`config.mk`:
```
export PLATFORM = sky130hd
export DESIGN_NAME = bcd_alarm_match
export DESIGN_NICKNAME = d
export VERILOG_FILES = /design/src/rtl/alm_pkg.sv /design/src/rtl/alm_field.sv /design/src/rtl/alm_flag_ctrl.sv /design/src/rtl/bcd_alarm_match.sv
export SDC_FILE = /design/constraint.sdc
export NUM_CORES = 1
export LEC_CHECK = 0
export ABC_AREA = 1
export BUFFER_PORTS_ARGS = -buffer_cell sky130_fd_sc_hd__buf_2
export CAP_MARGIN = 20
export CELL_PAD_IN_SITES_DETAIL_PLACEMENT = 0
export CELL_PAD_IN_SITES_GLOBAL_PLACEMENT = 1
export CORE_ASPECT_RATIO = 0.6
export CORE_MARGIN = 3
export CORE_UTILIZATION = 40
export DETAILED_ROUTE_END_ITERATION = 16
export GPL_ROUTABILITY_DRIVEN = 0
export HOLD_SLACK_MARGIN = 0.02
export PLACE_DENSITY = 0.9
export SLEW_MARGIN = 30
export SYNTH_ARGS = -nofsm -noshare
export SYNTH_HDL_FRONTEND = slang
export SYNTH_HIERARCHICAL = 1
export SYNTH_SLANG_ARGS = --single-unit
```
`constraint.sdc`:
```
create_clock -name clk -period 2.6 [get_ports clk]
set_input_delay 0.52 -clock clk [delete_from_list [all_inputs] [get_ports clk]]
set_output_delay 0.52 -clock clk [all_outputs]
set_load 0.01 [all_outputs]
```
`src/rtl/alm_pkg.sv`:
```
package alm_pkg;

    localparam int ALM_FIELDS = 6;
    localparam int BYTE_W     = 8;
    localparam int EN_BIT     = 7;
    localparam int AIE_BIT    = 3;
    localparam int FLAG_BIT   = 0;

    typedef struct packed {
        logic       en;
        logic [6:0] target;
    } alm_field_t;

    // A field that is switched off never blocks the match.
    function automatic logic field_hit(alm_field_t f, logic [BYTE_W-1:0] cal);
        return !f.en || ({1'b0, f.target} == cal);
    endfunction

    function automatic logic [BYTE_W-1:0] ctrl_image(logic aie, logic flag);
        logic [BYTE_W-1:0] v;
        v = '0;
        v[AIE_BIT]  = aie;
        v[FLAG_BIT] = flag;
        return v;
    endfunction

endpackage

```
`src/rtl/alm_field.sv`:
```
module alm_field #(
    parameter int IDX    = 0,
    parameter int ADDR_W = 3
) (
    input  logic                      clk,
    input  logic                      rst,
    input  logic                      wr_en,
    input  logic [ADDR_W-1:0]         addr,
    input  logic [alm_pkg::BYTE_W-1:0] wdata,
    input  logic [alm_pkg::BYTE_W-1:0] cal_byte,
    output alm_pkg::alm_field_t       cfg,
    output logic                      hit,
    output logic                      enabled
);
    localparam logic [ADDR_W-1:0] MY_ADDR = ADDR_W'(IDX);

    alm_pkg::alm_field_t cfg_q;

    always_ff @(posedge clk) begin
        if (rst) begin
            cfg_q <= '0;
        end else if (wr_en && addr == MY_ADDR) begin
            cfg_q <= alm_pkg::alm_field_t'(wdata);
        end
    end

    assign cfg     = cfg_q;
    assign enabled = cfg_q.en;
    assign hit     = alm_pkg::field_hit(cfg_q, cal_byte);

endmodule

```
`src/rtl/alm_flag_ctrl.sv`:
```
module alm_flag_ctrl (
    input  logic clk,
    input  logic rst,
    input  logic ctrl_wr,
    input  logic wr_aie_bit,
    input  logic wr_flag_bit,
    input  logic match,
    output logic flag,
    output logic aie
);
    logic match_q;
    logic rise;

    assign rise = match && !match_q;

    always_ff @(posedge clk) begin
        if (rst) begin
            match_q <= 1'b0;
            flag    <= 1'b0;
            aie     <= 1'b0;
        end else begin
            match_q <= match;
            if (ctrl_wr) begin
                aie <= wr_aie_bit;
            end
            // A new match event outranks a software clear.
            if (rise) begin
                flag <= 1'b1;
            end else if (ctrl_wr && !wr_flag_bit) begin
                flag <= 1'b0;
            end
        end
    end

endmodule

```
`src/rtl/bcd_alarm_match.sv`:
```
module bcd_alarm_match #(
    parameter int NUM_FIELDS = alm_pkg::ALM_FIELDS,
    parameter int ADDR_W     = 3
) (
    input  logic                   clk,
    input  logic                   rst,
    input  logic                   wr_en,
    input  logic [ADDR_W-1:0]      addr,
    input  logic [7:0]             wdata,
    input  logic [NUM_FIELDS*8-1:0] cal_now,
    output logic [7:0]             rdata,
    output logic                   irq
);
    localparam int                CTRL_IDX  = NUM_FIELDS;
    localparam logic [ADDR_W-1:0] CTRL_ADDR = ADDR_W'(CTRL_IDX);

    alm_pkg::alm_field_t    cfg [NUM_FIELDS];
    logic [NUM_FIELDS-1:0]  hits;
    logic [NUM_FIELDS-1:0]  ens;
    logic                   any_en;
    logic                   all_match;
    logic                   ctrl_wr;
    logic                   flag_q;
    logic                   aie_q;

    for (genvar g = 0; g < NUM_FIELDS; g++) begin : g_field
        alm_field #(
            .IDX    (g),
            .ADDR_W (ADDR_W)
        ) u_field (
            .clk      (clk),
            .rst      (rst),
            .wr_en    (wr_en),
            .addr     (addr),
            .wdata    (wdata),
            .cal_byte (cal_now[g*8 +: 8]),
            .cfg      (cfg[g]),
            .hit      (hits[g]),
            .enabled  (ens[g])
        );
    end

    assign any_en    = |ens;
    assign all_match = any_en && (&hits);
    assign ctrl_wr   = wr_en && (addr == CTRL_ADDR);

    alm_flag_ctrl u_ctrl (
        .clk         (clk),
        .rst         (rst),
        .ctrl_wr     (ctrl_wr),
        .wr_aie_bit  (wdata[alm_pkg::AIE_BIT]),
        .wr_flag_bit (wdata[alm_pkg::FLAG_BIT]),
        .match       (all_match),
        .flag        (flag_q),
        .aie         (aie_q)
    );

    always_comb begin
        rdata = '0;
        for (int i = 0; i < NUM_FIELDS; i++) begin
            if (addr == ADDR_W'(i)) begin
                rdata = cfg[i];
            end
        end
        if (addr == CTRL_ADDR) begin
            rdata = alm_pkg::ctrl_image(aie_q, flag_q);
        end
    end

    assign irq = flag_q && aie_q;

endmodule

```
==> results of run 1 <==
==> registers in the layout (all words and copies together), names as in the netlist <==
signal                   cells
u_ctrl/aie                   1
g_field.u_field/cfg         42
u_ctrl/flag                  1
g_field.u_field/enabled      6
u_ctrl/match_q               1
==> per-layer routing <==
layer,routed length (microns),global-route usage [%],vias up,share of wire (%)
met5,0,0,-,0
met4,34,2.30,0,0.35
met3,840,4.59,6,8.5
met2,4070,31.1,132,41
met1,4910,29.8,1598,50
li1,-,-,1891,-
==> cell type report <==
type                    instances  area share, %
clock inverters                 2          0.320
multi-input cells             409           47.5
repair buffers                 74           9.73
well taps                     108           3.46
clock buffers                   6           3.30
flip-flops and latches         51           26.1
inverters                      99           9.57
==> synth_stat cells <==
| master | instances |
|---|---|
| o21ai_0 | 6 |
| buf_1 | 5 |
| nand3_1 | 20 |
| nand3_2 | 1 |
| and2_1 | 1 |
| buf_4 | 6 |
| a311oi_1 | 1 |
| nand4_4 | 1 |
| inv_2 | 8 |
| o21ai_2 | 1 |
| nand4_1 | 21 |
| nor2_4 | 1 |
| a21oi_1 | 47 |
| o21ai_1 | 1 |
| inv_1 | 90 |
| nand3b_1 | 1 |
| buf_2 | 2 |
| nor2_1 | 49 |
| dfxtp_1 | 51 |
| nor3_2 | 1 |
| nand2_1 | 236 |
| nand2_2 | 1 |
| or2_0 | 1 |
| inv_4 | 1 |
| nor2_2 | 5 |
| a21oi_2 | 2 |
| xnor2_1 | 6 |
| nor3_4 | 1 |
| o22ai_1 | 1 |
| nand2_4 | 1 |
| nand3_4 | 3 |
| buf_6 | 5 |
==> metrics by stage <==
| step | total power (uW) | instances |
|---|---|---|
| final | 1740 | 749 |
| after global routing | 1830 | 749 |
| after CTS | 1750 | 749 |
| after detailed placement | 1120 | 741 |
| after global placement | 1110 | 741 |
| after floorplan | 1000 | 577 |
==> worst max-delay path: cells and delay by family <==
kind / cells / cell delay, ns
buffers and inverters: 3 / 0.64
AND/OR/NAND/NOR: 3 / 0.56
==> worst paths after layout <==
| kind | to | slack [ns] | cells past startpoint |
|---|---|---|---|
| setup / recovery | rdata[0] | 0.35 | 6 |
| setup reg to reg | u_ctrl/flag | 0.89 | 12 |
| hold reg to reg | g_field[0].u_field/enabled | 0.49 | 2 |
| hold / removal | g_field[0].u_field/enabled | 0.49 | 2 |
==> logic make-up (layout without fill, tap and decap cells) <==
family                    after synthesis  count (layout)  synth area share, %
AOI/OAI and AO/OA                      59              59                 9.22
buffers and inverters                 117             181                 14.9
and+or+nand+nor                       344             344                 44.1
DFF                                    51              51                 30.2
xor gates and xnor gates                6               6                 1.55
==> power breakdown <==
group          internal (uW)  switching, uW
Clock                    356            281
Sequential               802           24.1
Combinational            104            176
==> cells in the final DEF, fill, tap and decap left out <==
cell type	count
nand2_1	236
inv_1	90
buf_2	70
dfxtp_1	51
nor2_1	49
a21oi_1	47
nand4_1	21
nand3_1	20
inv_2	8
xnor2_1	6
o21ai_0	6
clkbuf_16	5
nor2_2	5
buf_4	4
nand3_4	3
a21oi_2	2
inv_4	1
nor3_4	1
nor2_4	1
o22ai_1	1
nand2_2	1
or2_0	1
nor3_2	1
a311oi_1	1
and2_1	1
clkinvlp_4	1
clkbuf_1	1
clkinv_2	1
nand3_2	1
o21ai_1	1
o21ai_2	1
nand2_4	1
nand4_4	1
nand3b_1	1
==> key figures, run 1 <==
Status
  – Status: finished clean

Critical path
  – Slowest stage cell, crit path: nand3_1
  – CP max stage delay: approximately 0.36 ns
  – Crit Path Category: input pin to output port
  – Critical path required time: roughly 2.1 ns
  – Crit path launch: addr[2]
  – CP Capture Type: output port
  – Worst EP arrival: ~1.7 ns
  – Crit Path Max Fanout: 11
  – Cells along the critical path: buf_2 -> nand3_1 -> inv_1 -> nand2_1 -> nand4_1 -> buf_2
  – Top cell by count, worst path: buf_2
  – Worst setup SP type: input pin
  – Reg-to-reg startpoint: g_field[0].u_field/cfg[1]

Hold path
  – Worst hold-check path type: flip-flop to flip-flop
  – Hold_sp: g_field[0].u_field/enabled

Synthesis
  – Cells taking the most area after synthesis: dfxtp_1, nand2_1, inv_1
  – Synth Instances: between 500 and 600
  – Post-synth top area cell: dfxtp_1
  – Yosys top cell area share: around 30%
  – Synth warn: 6
  – Synth cell types: 32
  – Mapped Avg Cell Area: about 6 sq um
  – Synthesized Nets: between 600 and 700
  – Seq/Total Area, Yosys: a little under a third
  – Post-synth design cell area: about 0.0034 sq mm
  – Register bit total from synthesis: between 50 and 60

Global routing
  – Total track usage: 20.3%
  – First-pass GRT wire length: around 16 mm
  – Initial antenna violation count: 0
  – Vias in the first global route: 3148
  – Grt ovf: 0
  – Pin count of the biggest net entering global routing: 26

STA
  – Final Hold Vio Count: 0
  – Slew Limit Fails: 0
  – Fin Clk Skew: between 0.006 and 0.007 ns
  – Final period demand of the worst path: 2.25 ns
  – Setup violations, final: 0
  – RSZ-0062 raised after global routing: false
  – Final Cycle Share: 86.4%
  – Min setup slack post-route: between 0.3 and 0.4 ns
  – Worst hold margin: ~0.49 ns
  – Slew at the pin closest to its max-slew limit: 0.438 ns
  – Slew HR: 70.6%
  – Max Freq: roughly 440 MHz
  – Sum Neg Setup Slack: 0 ns

Die
  – Io pins: 71
  – Row cnt: 25
  – Chip Width: roughly 120 microns
  – Core area: approximately 0.008 sq mm
  – Height of the die: 77.2 microns
  – Starting Density: 42.1%
  – Die Footprint: between 0.009 and 0.01 sq mm

Finish
  – Register area: approximately 0.0010 sq mm
  – Final #Nets: 702
  – Antenna Cells: 0
  – Synth-to-layout area growth: 15.6%
  – Multi-input logic area: around 0.0019 sq mm
  – Fillers: about 880
  – Post-Layout Inst Area: ~0.0039 sq mm
  – Finished Core Util: 48.6%
  – Share of cells above drive strength 1: between 10% and 20%

Pwr
  – PwrDens: 446 mW/mm^2
  – VDD IR-drop max: between 0.0002 and 0.0003 V
  – Pleak: about 0.0019 uW

CTS
  – Root Buffer: clkbuf_16
  – Hold Buf Count CTS: 0
  – Cts bufs inserted: 5
  – CTS H-tree lvls: 2
  – Clock transition at path regs: around 0.070 ns
  – Later-pin clock latency in the skew report: roughly 0.29 ns
  – CTS sink cnt: 51
  – Post-CTS setup buffers: 0
  – Max Buffers Root-to-Sink: 2
  – CTS tree: yes
  – CTS resizes: 0

Detailed routing
  – DR WL/cell: approximately 13 microns
  – Initial drt markers: 262
  – Via-per-instance ratio: between 4 and 5
  – DRT Wirelength: 9.86 mm
  – Routed Antenna Nets: 0
  – DR DRC count: 0
  – First drt pass iteration count: 5
  – Vias: ~3600

Run
  – Max-cap violations: 0

Placed design
  – DP HPWL: between 7 and 8 mm
  – Placement Cell Area: around 0.0038 sq mm
  – Post-place setup slack: around 0.38 ns
  – I/O Buffers: 70
(Power assumes the default switching activity.)
==> inputs of run 2 (changes only) <==
--- a/config.mk
+++ b/config.mk
@@ -12,11 +12,11 @@
 export CELL_PAD_IN_SITES_GLOBAL_PLACEMENT = 1
 export CORE_ASPECT_RATIO = 0.6
 export CORE_MARGIN = 3
-export CORE_UTILIZATION = 40
+export CORE_UTILIZATION = 37
 export DETAILED_ROUTE_END_ITERATION = 16
 export GPL_ROUTABILITY_DRIVEN = 0
 export HOLD_SLACK_MARGIN = 0.02
-export PLACE_DENSITY = 0.9
+export PLACE_DENSITY = 0.85
 export SLEW_MARGIN = 30
 export SYNTH_ARGS = -nofsm -noshare
 export SYNTH_HDL_FRONTEND = slang
==> constraint.sdc (replaced) <==
create_clock -name clk -period 2.5 [get_ports clk]
set_input_delay 0.5 -clock clk [delete_from_list [all_inputs] [get_ports clk]]
set_output_delay 0.5 -clock clk [all_outputs]
set_load 0.01 [all_outputs]
==> key figures, run 2 (synthesis results as in run 1) <==
STA
  – Final Cycle Share: ~90%
  – Final period demand of the worst path: 2.27 ns
  – Slew at the pin closest to its max-slew limit: 0.525 ns (+0.0863 ns)
  – Max Freq: 441 MHz
  – Setup violations, final: 0 (unchanged)
  – Final Hold Vio Count: 0 (unchanged)
  – Slew HR: 64.8% (-5.8 points)
  – RSZ-0062 raised after global routing: false
  – Fin Clk Skew: 0.00187 ns (-0.00502 ns)
  – Sum Neg Setup Slack: 0 ns (unchanged)
  – Slew Limit Fails: 0 (unchanged)

CTS
  – Later-pin clock latency in the skew report: 0.29 ns (about the same)
  – Cts bufs inserted: 5 (unchanged)
  – CTS tree: yes
  – Clock transition at path regs: 0.07 ns (about the same)
  – Max Buffers Root-to-Sink: 2 (unchanged)
  – CTS H-tree lvls: 2 (unchanged)
  – CTS sink cnt: 51 (unchanged)
  – CTS resizes: 0 (unchanged)
  – Post-CTS setup buffers: 0 (unchanged)
  – Hold Buf Count CTS: 0 (unchanged)
  – Root Buffer: clkbuf_16

Critical path
  – Slowest stage cell, crit path: buf_2
  – CP max stage delay: 0.28 ns (-0.08 ns)
  – Cells along the critical path: buf_2 -> inv_2 -> nand3_1 -> nor2_1 -> nor2_1 -> nand2_1 -> nand2_1 -> nand3_1 -> buf_2
  – Critical path required time: 2.00 ns (-0.08 ns)
  – Crit Path Category: input pin to output port
  – Worst setup SP type: input pin
  – Reg-to-reg startpoint: g_field[0].u_field/cfg[3]
  – Worst EP arrival: 1.77 ns (+0.04 ns)
  – CP Capture Point: rdata[3]
  – Crit Path Max Fanout: 25 (+14)
  – Reg-to-reg endpoint: u_ctrl/flag
  – CP Capture Type: output port
  – Worst R2R Path Depth: 10 (-2)
  – Worst R2R Setup Slack: 0.73 ns (-0.16 ns)
  – Crit path launch: addr[2]

Die
  – Row cnt: 26 (+4.0%)
  – Die Footprint: 0.0104 sq mm (+7.6%)
  – Chip Width: 129 microns (+3.8%)
  – Height of the die: 80.0 microns (+3.7%)
  – Core area: 0.00869 sq mm (+8.0%)
  – Starting Density: 38.9% (-3.1 points)
  – Io pins: 71 (unchanged)

Detailed routing
  – Via-per-instance ratio: 4.83 (-0.21%)
  – Vias: 3634 (+0.19%)
  – DRT Wirelength: 10.2 mm (+3.4%)
  – Routed Antenna Nets: 0 (unchanged)
  – Initial drt markers: 392 (+50%)
  – DR WL/cell: 13.6 microns (+3.0%)
  – First drt pass iteration count: 5 (unchanged)
  – DR DRC count: 0 (unchanged)

Global routing
  – Grt ovf: 0 (unchanged)
  – First-pass GRT wire length: 15.6 mm (-1.3%)
  – Total track usage: 19.7% (-0.61 points)
  – Initial antenna violation count: 0 (unchanged)
  – Vias in the first global route: 3061 (-2.8%)
  – Pin count of the biggest net entering global routing: 26 (unchanged)

Hold path
  – Worst hold-check path type: flip-flop to flip-flop

Finish
  – Commonest non-fill, non-tap cells in the layout: nand2_1, inv_1, buf_2, dfxtp_1, nor2_1
  – Commonest non-fill, non-tap cell in the layout: nand2_1
  – Antenna Cells: 0 (unchanged)
  – Max reg flops: 42 (unchanged)
  – Non-Filler Instances: 752 (+0.40%)
  – Share of cells above drive strength 1: 16.9% (+0.026 points)
  – Final #Nets: 701 (-0.14%)
  – Post-Layout Inst Area: 0.00394 sq mm (+0.77%)
  – Synth-to-layout area growth: 16.5%

Status
  – Status: finished clean

Placed design
  – I/O Buffers: 70 (unchanged)
  – Placed cells: 744 (+0.40%)
  – Placement Cell Area: 0.00376 sq mm (about the same)
  – DP HPWL: 7.93 mm (+2.6%)

Pwr
  – VDD IR-drop max: 0.000216 V (-23%)
  – Pleak: 0.00187 uW (+0.82%)
  – PwrDens: 498 mW/mm^2 (+12%)

Run
  – Max-cap violations: 0 (unchanged)
[run 2: critical path: cells and delay by family]
family	cells	cell delay, ns
buf+inv	3	0.69
simple gates	6	0.57
[run 2: area by class of cell]
cell class	count	area, sq um
Multi-Input combinational cell	409	1860
Timing Repair Buffer	73	373
Sequential cell	51	1020
Clock inverter	2	35.0
Fill cell	939	4750
Clock buffer	6	139
Tap cell	112	140
Inverter	99	374
[run 2: stage by stage]
stage | util (%) | setup slack [ns] | hold slack [ns] | power (uW)
floorplan | - | 0.739 | 0.449 | 1040
global route | 45.3 | 0.109 | 0.515 | 2050
detailed placement | 43.3 | 0.271 | 0.475 | 1170
CTS | 45.3 | 0.266 | 0.488 | 1970
finish | 45.3 | 0.232 | 0.483 | 1960
global placement | 43.3 | 0.297 | 0.468 | 1160
[run 2: worst min-delay path by stage]
stage / from / end / slack [ns] / cells past startpoint
after floorplan: g_field[0].u_field/cfg[2] / g_field[0].u_field/cfg[2] / 0.45 / 2
after global placement: u_ctrl/match_q / u_ctrl/flag / 0.47 / 2
after detailed placement: g_field[0].u_field/enabled / g_field[0].u_field/enabled / 0.48 / 2
after CTS: u_ctrl/match_q / u_ctrl/flag / 0.49 / 2
after global routing: g_field[0].u_field/enabled / g_field[0].u_field/enabled / 0.51 / 2
final: u_ctrl/match_q / u_ctrl/flag / 0.48 / 2
[run 2: routing by layer]
layer | GRT usage (%) | part of all wire (%)
met1 | 28.7 | 51
met2 | 28.4 | 41
met3 | 4.34 | 6.4
met4 | 6.29 | 1.6
met5 | 0 | 0
[run 2: power by group]
part | total, uW | switching [uW] | leakage (uW) | internal [uW]
clock network | 810 | 311 | 0.0000868 | 498
logic | 293 | 186 | 0.00137 | 107
registers | 859 | 24.6 | 0.000413 | 834
total | 1960 | 522 | 0.00187 | 1440
==> inputs of run 3 (changes only) <==
--- a/config.mk
+++ b/config.mk
@@ -8,11 +8,11 @@
 export ABC_AREA = 1
 export BUFFER_PORTS_ARGS = -buffer_cell sky130_fd_sc_hd__buf_2
 export CAP_MARGIN = 20
-export CELL_PAD_IN_SITES_DETAIL_PLACEMENT = 0
-export CELL_PAD_IN_SITES_GLOBAL_PLACEMENT = 1
+export CELL_PAD_IN_SITES_DETAIL_PLACEMENT = 1
+export CELL_PAD_IN_SITES_GLOBAL_PLACEMENT = 2
 export CORE_ASPECT_RATIO = 0.6
-export CORE_MARGIN = 3
-export CORE_UTILIZATION = 37
+export CORE_MARGIN = 1
+export CORE_UTILIZATION = 28
 export DETAILED_ROUTE_END_ITERATION = 16
 export GPL_ROUTABILITY_DRIVEN = 0
 export HOLD_SLACK_MARGIN = 0.02
==> key figures, run 3 (synthesis results as in run 1) <==
Detailed routing
  – Via-per-instance ratio: 4.71 (-2.5%)
  – First drt pass iteration count: 4 (-1)
  – DR WL/cell: 15.0 microns (+10%)
  – DR DRC count: 0 (unchanged)
  – DRT Wirelength: 12.0 mm (+18%)
  – Initial drt markers: 275 (-30%)
  – Routed Antenna Nets: 0 (unchanged)
  – Vias: 3780 (+4.0%)

Die
  – Height of the die: 87.1 microns (+8.8%)
  – Starting Density: 29.3% (-9.6 points)
  – Die Footprint: 0.0125 sq mm (+21%)
  – Row cnt: 30 (+15%)
  – Io pins: 71 (unchanged)
  – Chip Width: 144 microns (+11%)
  – Core area: 0.0115 sq mm (+33%)

STA
  – Slew at the pin closest to its max-slew limit: 0.516 ns (-0.00917 ns)
  – Fin Clk Skew: 0.00336 ns (+0.00150 ns)
  – Setup violations, final: 0 (unchanged)
  – Max Freq: 438 MHz (-0.56%)
  – Slew HR: 65.4% (+0.62 points)
  – Final Hold Vio Count: 0 (unchanged)
  – Final period demand of the worst path: 2.28 ns (+0.0127 ns)
  – Slew Limit Fails: 0 (unchanged)
  – RSZ-0062 raised after global routing: false
  – Final Cycle Share: 91.2% (+0.51 points)
  – Sum Neg Setup Slack: 0 ns (unchanged)

Finish
  – Non-Filler Instances: 802 (+6.6%)
  – Final #Nets: 703 (+0.29%)
  – Fillers: 1580 (+68%)
  – Commonest non-fill, non-tap cells in the layout: nand2_1, inv_1, buf_2, dfxtp_1, nor2_1
  – Max reg flops: 42 (unchanged)
  – Commonest non-fill, non-tap cell in the layout: nand2_1
  – Share of cells above drive strength 1: 17.1% (+0.26 points)
  – Synth-to-layout area growth: 19.2%
  – Antenna Cells: 0 (unchanged)

CTS
  – CTS H-tree lvls: 2 (unchanged)
  – CTS sink cnt: 51 (unchanged)
  – CTS resizes: 0 (unchanged)
  – Root Buffer: clkbuf_16
  – Cts bufs inserted: 5 (unchanged)
  – Max Buffers Root-to-Sink: 2 (unchanged)
  – Post-CTS setup buffers: 0 (unchanged)
  – Hold Buf Count CTS: 0 (unchanged)
  – Later-pin clock latency in the skew report: 0.30 ns (about the same)
  – CTS tree: yes
  – Clock transition at path regs: 0.07 ns (about the same)

Critical path
  – Crit Path Category: input pin to output port
  – Worst R2R Path Depth: 10 (unchanged)
  – Worst setup SP type: input pin
  – Crit Path Max Fanout: 25 (unchanged)
  – Slowest stage cell, crit path: buf_2
  – Reg-to-reg startpoint: g_field[5].u_field/cfg[0]
  – Critical path buffers and inverters: 3 (unchanged)
  – Cells along the critical path: buf_2 -> inv_2 -> nand3_1 -> nand3_1 -> nor2_1 -> nand4_1 -> buf_2
  – Reg-to-reg endpoint: u_ctrl/flag
  – CP max stage delay: 0.31 ns (+0.03 ns)
  – Critical path required time: 2.00 ns (about the same)
  – Top delay family on crit path: buffers and inverters
  – Crit path launch: addr[2]
  – Worst EP arrival: 1.78 ns (about the same)
  – CP Capture Type: output port
  – Worst R2R Setup Slack: 0.67 ns (-0.06 ns)

Global routing
  – Vias in the first global route: 3721 (+22%)
  – Grt ovf: 0 (unchanged)
  – Busiest layer in global routing: met2
  – First-pass GRT wire length: 19.2 mm (+23%)
  – Initial antenna violation count: 0 (unchanged)
  – Total track usage: 20.2% (+0.58 points)
  – Pin count of the biggest net entering global routing: 26 (unchanged)
  – M1 GR Usage: 29.9% (+1.2 points)
  – Global Route met2 Usage: 30.6% (+2.2 points)
  – Met3 GRT Util: 3.96% (-0.39 points)

Hold path
  – WHS Path Cells: 2 (unchanged)
  – Worst hold-check path type: input pin to flip-flop
  – Hold EP: g_field[3].u_field/cfg[2]
  – Hold_sp: rst

Pwr
  – Pint: 1520 uW (+5.4%)
  – Pleak: 0.00188 uW (+0.66%)
  – Psw: 552 uW (+5.8%)
  – Clk pwr share: 43.7% (+2.4 points)
  – Switching fraction of total power: 26.7% (+0.074 points)
  – VDD IR-drop max: 0.000234 V (+8.3%)
  – PwrDens: 513 mW/mm^2 (+3.0%)
  – Seq pwr share: 41.5% (-2.3 points)
  – Comb pwr share: 14.8% (about the same)

Placed design
  – DP HPWL: 9.59 mm (+21%)
  – I/O Buffers: 70 (unchanged)
  – Placed cells: 794 (+6.7%)

Run
  – Max-cap violations: 0 (unchanged)

Status
  – Status: finished clean
run 3: stage by stage:
stage	cell area, sq um	hold WS (ns)	power, uW	utilization [%]	worst slack (ns)
2_1_floorplan	3380	0.449	1040	-	0.739
3_3_place_gp	3840	0.473	1170	33.3	0.297
5_1_grt	4030	0.488	2150	35.0	0.0392
3_5_place_dp	3840	0.481	1180	33.3	0.264
4_1_cts	4030	0.474	2080	35.0	0.250
6_report	4030	0.479	2070	35.0	0.219
run 3: power by group through the flow:
| stage | registers (uW) | clock network [uW] | logic [uW] |
|---|---|---|---|
| 2_1_floorplan | 867 | 0 | 174 |
| 3_3_place_gp | 878 | 0 | 291 |
| 3_5_place_dp | 878 | 0 | 304 |
| 4_1_cts | 859 | 915 | 306 |
| 5_1_grt | 863 | 940 | 346 |
| 6_report | 859 | 903 | 306 |
run 3: worst max-delay path by stage:
stage               depth (start not counted)       end  slack, ns
floorplan                                   8  rdata[1]       0.74
global placement                            9  rdata[3]       0.30
detailed placement                          9  rdata[3]       0.26
CTS                                         7  rdata[0]       0.25
global route                                9  rdata[3]       0.04
finish                                      7  rdata[0]       0.22
run 3: per-layer routing:
metal  up-vias  wire, microns
met5         -              0
li1       1893              -
met3         6            746
met2        91           5040
met4         0             59
met1      1790           6170
run 3: worst register-to-register path: cells and delay by family (launching register included):
kind / cells / cell delay (ns)
AOI/OAI and AO/OA: 1 / 0.48
DFF: 1 / 0.46
and+or+nand+nor: 8 / 0.77
buffers and inverters: 1 / 0.07
run 3: layout make-up:
cell class	instances	area (sq um)	share of cell area, %
Sequential cell	51	1020	25.3
Clock buffer	5	125	3.10
Tap cell	160	200	4.97
Multi-Input combinational cell	409	1860	46.0
Timing Repair Buffer	75	388	9.62
Inverter	99	374	9.28
Clock inverter	3	67.6	1.68
